[config.mk]
export PLATFORM = sky130hd
export DESIGN_NAME = owire_rom_ctrl
export DESIGN_NICKNAME = d
export VERILOG_FILES = /design/src/rtl/owire_rom_pkg.sv /design/src/rtl/owire_cmd_shift.sv /design/src/rtl/owire_bit_index.sv /design/src/rtl/owire_rom_ctrl.sv
export SDC_FILE = /design/constraint.sdc
export NUM_CORES = 1
export LEC_CHECK = 0
export BUFFER_PORTS_ARGS = -buffer_cell sky130_fd_sc_hd__buf_4
export CORE_AREA = 5 5 68 70
export CTS_CLUSTER_SIZE = 28
export DETAILED_ROUTE_END_ITERATION = 8
export DIE_AREA = 0 0 73 75
export PLACE_DENSITY = 0.8
export SLEW_MARGIN = 5
export SYNTH_ARGS = -nofsm -noshare
export SYNTH_HDL_FRONTEND = slang
export SYNTH_SLANG_ARGS = --single-unit
[constraint.sdc]
create_clock -name clk -period 7.45 [get_ports clk]
set_input_delay 0.745 -clock clk [delete_from_list [all_inputs] [get_ports clk]]
set_output_delay 0.745 -clock clk [all_outputs]
set_load 0.01 [all_outputs]
[src/rtl/owire_rom_pkg.sv]
package owire_rom_pkg;

    parameter int unsigned CMD_W = 8;

    localparam logic [CMD_W-1:0] CMD_READ_ID  = 8'h33;
    localparam logic [CMD_W-1:0] CMD_MATCH_ID = 8'h55;
    localparam logic [CMD_W-1:0] CMD_SKIP_ID  = 8'hCC;
    localparam logic [CMD_W-1:0] CMD_SEARCH   = 8'hF0;
    localparam logic [CMD_W-1:0] CMD_ALM_SRCH = 8'hEC;

    typedef enum logic [3:0] {
        ST_WAIT_RST = 4'd0,
        ST_CMD      = 4'd1,
        ST_READ_ID  = 4'd2,
        ST_MATCH    = 4'd3,
        ST_SRCH_BIT = 4'd4,
        ST_SRCH_CMP = 4'd5,
        ST_SRCH_DIR = 4'd6,
        ST_SELECTED = 4'd7
    } rom_state_t;

endpackage

[src/rtl/owire_cmd_shift.sv]
module owire_cmd_shift #(
    parameter int unsigned WIDTH = 8,
    localparam int unsigned CNT_W = $clog2(WIDTH)
) (
    input  logic             clk,
    input  logic             rst_n,
    input  logic             clr,
    input  logic             shift_en,
    input  logic             bit_in,
    output logic [WIDTH-1:0] byte_next,
    output logic             byte_done
);
    logic [WIDTH-1:0] sreg;
    logic [CNT_W-1:0] cnt;

    // Incoming bits enter at the top and move down: first bit ends in bit 0.
    assign byte_next = {bit_in, sreg[WIDTH-1:1]};
    assign byte_done = shift_en && (cnt == CNT_W'(WIDTH - 1));

    always_ff @(posedge clk or negedge rst_n) begin
        if (!rst_n) begin
            sreg <= '0;
            cnt  <= '0;
        end else if (clr) begin
            sreg <= '0;
            cnt  <= '0;
        end else if (shift_en) begin
            sreg <= byte_next;
            cnt  <= cnt + 1'b1;
        end
    end
endmodule

[src/rtl/owire_bit_index.sv]
module owire_bit_index #(
    parameter int unsigned LIMIT = 64,
    localparam int unsigned IDX_W = $clog2(LIMIT)
) (
    input  logic             clk,
    input  logic             rst_n,
    input  logic             clr,
    input  logic             inc,
    output logic [IDX_W-1:0] idx,
    output logic             at_last
);
    assign at_last = (idx == IDX_W'(LIMIT - 1));

    always_ff @(posedge clk or negedge rst_n) begin
        if (!rst_n) begin
            idx <= '0;
        end else if (clr) begin
            idx <= '0;
        end else if (inc && !at_last) begin
            idx <= idx + 1'b1;
        end
    end
endmodule

[src/rtl/owire_rom_ctrl.sv]
module owire_rom_ctrl
    import owire_rom_pkg::*;
#(
    parameter int unsigned ID_W = 64,
    localparam int unsigned IDX_W = $clog2(ID_W)
) (
    input  logic            clk,
    input  logic            rst_n,
    input  logic            line_reset,
    input  logic            rx_valid,
    input  logic            rx_bit,
    input  logic            tx_req,
    input  logic [ID_W-1:0] id_code,
    input  logic            alarm_pending,
    output logic            tx_low,
    output logic            select_o
);
    rom_state_t        state, state_nx;
    logic [CMD_W-1:0]  cmd_next;
    logic              cmd_done;
    logic [IDX_W-1:0]  bit_idx;
    logic              bit_last;
    logic              idx_inc;
    logic              own_bit;

    // Command byte receiver, only listening while a command is expected.
    owire_cmd_shift #(.WIDTH(CMD_W)) u_cmd (
        .clk       (clk),
        .rst_n     (rst_n),
        .clr       (line_reset),
        .shift_en  (rx_valid && (state == ST_CMD) && !line_reset),
        .bit_in    (rx_bit),
        .byte_next (cmd_next),
        .byte_done (cmd_done)
    );

    // Position inside the identity code; restarts on every line reset.
    owire_bit_index #(.LIMIT(ID_W)) u_idx (
        .clk     (clk),
        .rst_n   (rst_n),
        .clr     (line_reset),
        .inc     (idx_inc),
        .idx     (bit_idx),
        .at_last (bit_last)
    );

    assign own_bit = id_code[bit_idx];

    // State register
    always_ff @(posedge clk or negedge rst_n) begin
        if (!rst_n) begin
            state <= ST_WAIT_RST;
        end else begin
            state <= state_nx;
        end
    end

    // Next state and index advance
    always_comb begin
        state_nx = state;
        idx_inc  = 1'b0;
        if (line_reset) begin
            state_nx = ST_CMD;
        end else begin
            unique case (state)
                ST_WAIT_RST: state_nx = ST_WAIT_RST;
                ST_CMD: begin
                    if (cmd_done) begin
                        unique case (cmd_next)
                            CMD_READ_ID:  state_nx = ST_READ_ID;
                            CMD_MATCH_ID: state_nx = ST_MATCH;
                            CMD_SKIP_ID:  state_nx = ST_SELECTED;
                            CMD_SEARCH:   state_nx = ST_SRCH_BIT;
                            CMD_ALM_SRCH: state_nx = alarm_pending ? ST_SRCH_BIT
                                                                   : ST_WAIT_RST;
                            default:      state_nx = ST_WAIT_RST;
                        endcase
                    end
                end
                ST_READ_ID: begin
                    if (tx_req) begin
                        idx_inc = 1'b1;
                        if (bit_last) state_nx = ST_SELECTED;
                    end
                end
                ST_MATCH: begin
                    if (rx_valid) begin
                        if (rx_bit != own_bit) begin
                            state_nx = ST_WAIT_RST;
                        end else begin
                            idx_inc = 1'b1;
                            if (bit_last) state_nx = ST_SELECTED;
                        end
                    end
                end
                ST_SRCH_BIT: begin
                    if (tx_req) state_nx = ST_SRCH_CMP;
                end
                ST_SRCH_CMP: begin
                    if (tx_req) state_nx = ST_SRCH_DIR;
                end
                ST_SRCH_DIR: begin
                    if (rx_valid) begin
                        if (rx_bit != own_bit) begin
                            state_nx = ST_WAIT_RST;
                        end else begin
                            idx_inc  = 1'b1;
                            state_nx = bit_last ? ST_SELECTED : ST_SRCH_BIT;
                        end
                    end
                end
                ST_SELECTED: state_nx = ST_SELECTED;
                default:     state_nx = ST_WAIT_RST;
            endcase
        end
    end

    // Outputs: a 0 to send is a pull-down request.
    always_comb begin
        tx_low   = 1'b0;
        select_o = 1'b0;
        unique case (state)
            ST_READ_ID:  tx_low   = ~own_bit;
            ST_SRCH_BIT: tx_low   = ~own_bit;
            ST_SRCH_CMP: tx_low   = own_bit;
            ST_SELECTED: select_o = 1'b1;
            default: begin
                tx_low   = 1'b0;
                select_o = 1'b0;
            end
        endcase
    end
endmodule

; After elaboration in Yosys (flattened, before gate mapping)
; Index checks and enable logic that the tools add are counted.
[op_classes]
bitwise_logic = 1
muxes = 29
order_cmp = 1
n_addsub = 2
n_eq_ne = 21
reduce_logical = 11
[ops]
columns = op, count
row1 = two-way mux 4 bit, 9
row2 = one-hot mux 4 bit (7 select lines), 1
row3 = "== test 8 bit, second input constant", 3
row4 = "!= test 3 bit, second input constant", 6
row5 = "== test 4 x 3 -> 1 bit, second input constant", 4
row6 = two-way mux 8 bit, 2
row7 = one-hot mux 3 bit (5 select lines), 1
row8 = two-way mux 3 bit, 4
row9 = two-way mux 6 bit, 2
row10 = "== test 4 x 2 -> 1 bit, second input constant", 2
row11 = "== test 8 x 6 -> 1 bit, second input constant", 1
row12 = "== test 8 x 7 -> 1 bit, second input constant", 1
row13 = "< comparator 6 x 7 -> 1 bit, second input constant", 1
row14 = "adder 6 x 1 -> 6 bit, second input constant", 1
row15 = binary-select mux 1 bit (select 6 bit), 1
row16 = "== test 6 bit, second input constant", 1
row17 = two-way mux 1 bit, 6
row18 = AND reduction 6 bit, 1
row19 = "== test 4 x 1 -> 1 bit, second input constant", 1
row20 = logical AND 1 bit, 4
row21 = one-hot mux 1 bit (2 select lines), 2
row22 = nonzero test 2 bit, 2
row23 = OR reduction 2 bit, 2
row24 = "adder 3 x 1 -> 3 bit, second input constant", 1
row25 = other kinds (5), 6
[totals]
wordCells = 69
register_bits = 21
inputBits = 71

; Longest topological paths before layout
[depth]
word_depth = 10
ltp_mapped = 9
mapped_depth_nobuf = 9

; Cells and area by module
; A second synthesis with hierarchy kept.
[unflattened]
cells_unflattened = 216
area_unflattened_um2 = 2074.5
[by_module_without_submodules]
columns = module, area_per_inst_um2, cells_each, seq_area_each_um2, n_inst
row1 = owire_rom_ctrl, 1251.2, 141, 100.1, 1
row2 = owire_cmd_shift, 442.9, 36, 250.2, 1
row3 = owire_bit_index, 380.4, 39, 150.1, 1

; Worst setup path after synthesis
; OpenSTA, ideal clock, no wires.
[synth_path]
path_kind = in2out
from = input id_code[3]
to = output tx_low
path_slack_ns = 4.258
cell_stages = 6
t_required_ns = 6.705
arrival_time_ns = 2.447
cell_sequence = mux4_1 > mux4_2 > o2bb2ai_2 > o22ai_2 > a211o_2 > a21oi_1
[synth_between]
elab_chain_len = 4
[synth_lines]
columns = element, line
row1 = from (decl), owire_rom_ctrl.sv:13  ; input logic [ID_W-1:0] id_code,
row2 = binary-select mux 1 bit (select 6 bit) (*), owire_rom_ctrl.sv:47  ; assign own_bit = id_code[bit_idx];
row3 = two-way mux 1 bit (not written as such) (*), owire_rom_ctrl.sv:47
row4 = inverter 1 bit, "owire_rom_ctrl.sv:123, owire_rom_ctrl.sv:124"
row5 = one-hot mux 1 bit (2 select lines) (*), owire_rom_ctrl.sv:122  ; unique case (state)
row6 = to (decl), owire_rom_ctrl.sv:15  ; output logic tx_low,
; Mark *: on every way between the ends. The rest lies on a longest branch, timed or not. The select of a mux whose other input is x is not followed.

; Worst setup path after layout
[layout_path]
from = register u_idx.idx[0]
to = output tx_low
[layout_between]
elab_chain_len = 4
[layout_lines]
columns = element, line
row1 = from (decl), owire_bit_index.sv:9  ; output logic [IDX_W-1:0] idx,
row2 = from (signal assigned), owire_bit_index.sv:20  ; idx <= idx + 1'b1;
row3 = binary-select mux 1 bit (select 6 bit) (*), owire_rom_ctrl.sv:47
row4 = two-way mux 1 bit (not written as such) (*), owire_rom_ctrl.sv:47
row5 = inverter 1 bit, "owire_rom_ctrl.sv:123, owire_rom_ctrl.sv:124"
row6 = one-hot mux 1 bit (2 select lines) (*), owire_rom_ctrl.sv:122
; Marks and branches as above.

==> flow_summary_export.csv <==
group,metric,value,unit
timing,setup_violations,0,
clock_network,clk_pin_slew,0.07,ns
drt,routed-via-count,1815,
synthesis,ys_seq_elements,20,
power_and_ir_drop,p_total,273,uW
final_layout,area.growth.synth_to_final,27.0,%
drt,drcViolationCount,0,
final_layout,nNetsFinal,332,
clock_network,cts_resized,0,
synthesis,synthesis.nets,271,
clock_network,post_cts_buffers,0,
synthesis,synth_edf_count,0,
clock_network,cts.path.max_buffers,2,
power_and_ir_drop,p_leak,0.00116,uW
die,die-area,5480,sq um
synthesis,synth.avg_cell_area,10.3,sq um
clock_network,cts-root-buf,"clkbuf_8",
drt,vias_per_cell,5.91,
synthesis,syn_inst,197,
critical_path,crit_fanout,21,
run_status,status,"finished, final reports clean",
timing,worst_pin_slew,0.947,ns
clock_network,numCtsBuffers,3,
critical_path,critPathMaxStageDelay,0.97,ns
synthesis,synth-async-reset-ratio,100,%
timing,setup_tns,0,ns
timing,final.setup_skew,0.000528,ns
critical_path,crit_slowest_cell,"dfrtp_1",
clock_network,clock_latency,0.26,ns
final_layout,drive_gt1_share,37.7,%
global_route,grt_pass1_wl,7960,um
critical_path,cp.required,6.70,ns
critical_path,startpoint_type,"flip-flop",
timing,rsz0062_at_grt,"no",
synthesis,synth_top_flop_cell,"dfrtp_1",
die,core_region_area,3910,sq um
global_route,grt_pass1_vias,1732,
global_route,grt_usage,18.5,%
final_layout,diodes,0,
final_layout,fillers,332,
place,place.gp.congestion,0.836,
timing,drv_slew,0,
global_route,gr-total-overflow,0,
critical_path,path_cells,"mux4_1, mux4_2, o2bb2ai_2, o22ai_2, a211o_2, a21oi_1, buf_4",
timing,hold_violations,0,
clock_network,htree_levels,1,
place,portBuffers,72,
critical_path,arrival,3.21,ns
drt,avgRoutedWirePerCell,16.1,um
drt,postRouteAntennaNets,0,
die,fp.dieH,75,um
drt,routed_wl,4950,um
synthesis,yosysUniqueCellTypes,52,
critical_path,end_kind,"output port",
critical_path,path_delay_family,"multiplexers",
die,num_rows,23,
timing,fin_crit_sh,53.0,%
hold_path,hold_path.class,"in2async",
clock_network,cts_tree,"built",
synthesis,ys_warn_count,0,
global_route,grt_max_degree,24,
place,place_hpwl,3850,um
timing,finalCriticalPeriod,3.95,ns
global_route,antenna_found_initial,0,
job,drv_cap,0,
power_and_ir_drop,vdd_drop_max,0.000133,V
drt,drtIter0Drc,134,
clock_network,cts_sinks,20,
die,pin_count,73,
power_and_ir_drop,p_per_area,106,nW/um^2
timing,fmax,253,MHz
clock_network,hold_buffers,0,
synthesis,yosysSeqAreaShare,24.8,%
timing,relSlewSlack,36.9,%
die,die_w,73,um
synthesis,syn-cell-area,2020,sq um
critical_path,path_buf_inv,1,
critical_path,path_class,"reg2out",
drt,first_pass_iters,4,
die,start_util,51.7,%
kinds of logic (layout without fill, tap and decap cells):
kind of cell             Yosys count  count (layout)  share of synthesized area [%]
multiplexers                      37              37                           32.0
flip-flops                        20              20                           24.8
adder cells (fa/ha/maj)            3               3                           1.86
buffers and inverters             22              82                           7.43
AO/OA/AOI/OAI                     40              40                           14.4
AND/OR/NAND/NOR                   71              71                           18.1
other                              1               1                          0.185
XOR/XNOR                           3               3                           1.30
layout make-up:
type                    count  area [sq um]  area share, %
inverters                   6          22.5          0.877
clock inverters             1          30.0           1.17
well taps                  50          62.6           2.44
flip-flops and latches     20           500           19.5
multi-input cells         155          1370           53.4
clock buffers               3          41.3           1.61
repair buffers             72           541           21.0
layer usage:
layer / track usage (%) / routed length (um)
met2: 32.7 / 2620
met3: 3.60 / 204
met1: 22.9 / 2040
met5: 0 / 0
met4: 5.94 / 89
metrics by stage:
stage / hold WS, ns / std cells / utilization [%] / setup WS (ns) / cell area, sq um
6_report: 0.349 / 307 / 65.6 / 3.50 / 2570
3_3_place_gp: 0.509 / 303 / 63.8 / 3.78 / 2500
5_1_grt: 0.357 / 307 / 65.6 / 3.28 / 2570
4_1_cts: 0.349 / 307 / 65.6 / 3.45 / 2570
2_1_floorplan: 0.449 / 197 / - / 4.26 / 2020
3_5_place_dp: 0.536 / 303 / 63.8 / 3.75 / 2500
cell usage after synthesis (3+ instances only):
cell type  instances  area share [%]
ha_1               3             1.9
dfrtp_1           20              25
mux2_1             3             1.7
mux4_1            10              13
inv_1              6             1.1
mux2_2             4             2.2
clkbuf_1           7             1.3
nand2_1           15             2.8
clkbuf_8           6             4.1
xor2_1             3             1.3
mux4_2             8             8.9
mux2i_1           11             5.4
a21oi_1           13             3.2
nor4bb_1           5             2.5
nand3_1            5             1.2
nor2_1            26             4.8
nand2b_1           5             1.5
o21ai_0            3            0.74
nand4_1            3            0.93
where the power goes:
| part | internal [uW] | switching (uW) |
|---|---|---|
| Sequential | 110 | 3.39 |
| Combinational | 35.3 | 16.8 |
| Clock | 71.7 | 36.6 |
final timing paths:
path	startpoint	endpoint	slack (ns)	cells after the start
min reg2reg	u_cmd.cnt[1]$_DFFE_PN0P_	u_cmd.cnt[1]$_DFFE_PN0P_	0.55	2
max	u_idx.idx[0]$_DFFE_PN0P_	tx_low	3.50	7
max in group asynchronous	rst_n	u_idx.idx[2]$_DFFE_PN0P_	6.89	1
max reg2reg	u_idx.idx[0]$_DFFE_PN0P_	u_idx.idx[3]$_DFFE_PN0P_	4.05	7
min in group clk	u_cmd.cnt[1]$_DFFE_PN0P_	u_cmd.cnt[1]$_DFFE_PN0P_	0.55	2
min	rst_n	state[2]$_DFFE_PN0P_	0.35	1
state kept, by name, summed over array words and instances (netlist names):
signal / count
state: 4
u_cmd.cnt: 3
u_cmd.sreg: 7
u_idx.idx: 6
cell usage in the layout (no fill, tap or decap), drive strengths merged, types with 3 or more instances in the layout:
cell / n
buf: 72
nor2: 26
dfrtp: 20
mux4: 18
nand2: 15
a21oi: 13
mux2i: 11
mux2: 8
inv: 6
nand2b: 5
nand3: 5
nor4bb: 5
nand4: 3
xor2: 3
o21ai: 3
ha: 3
clkbuf: 3
Note: power is estimated with default switching activity, not from simulation.
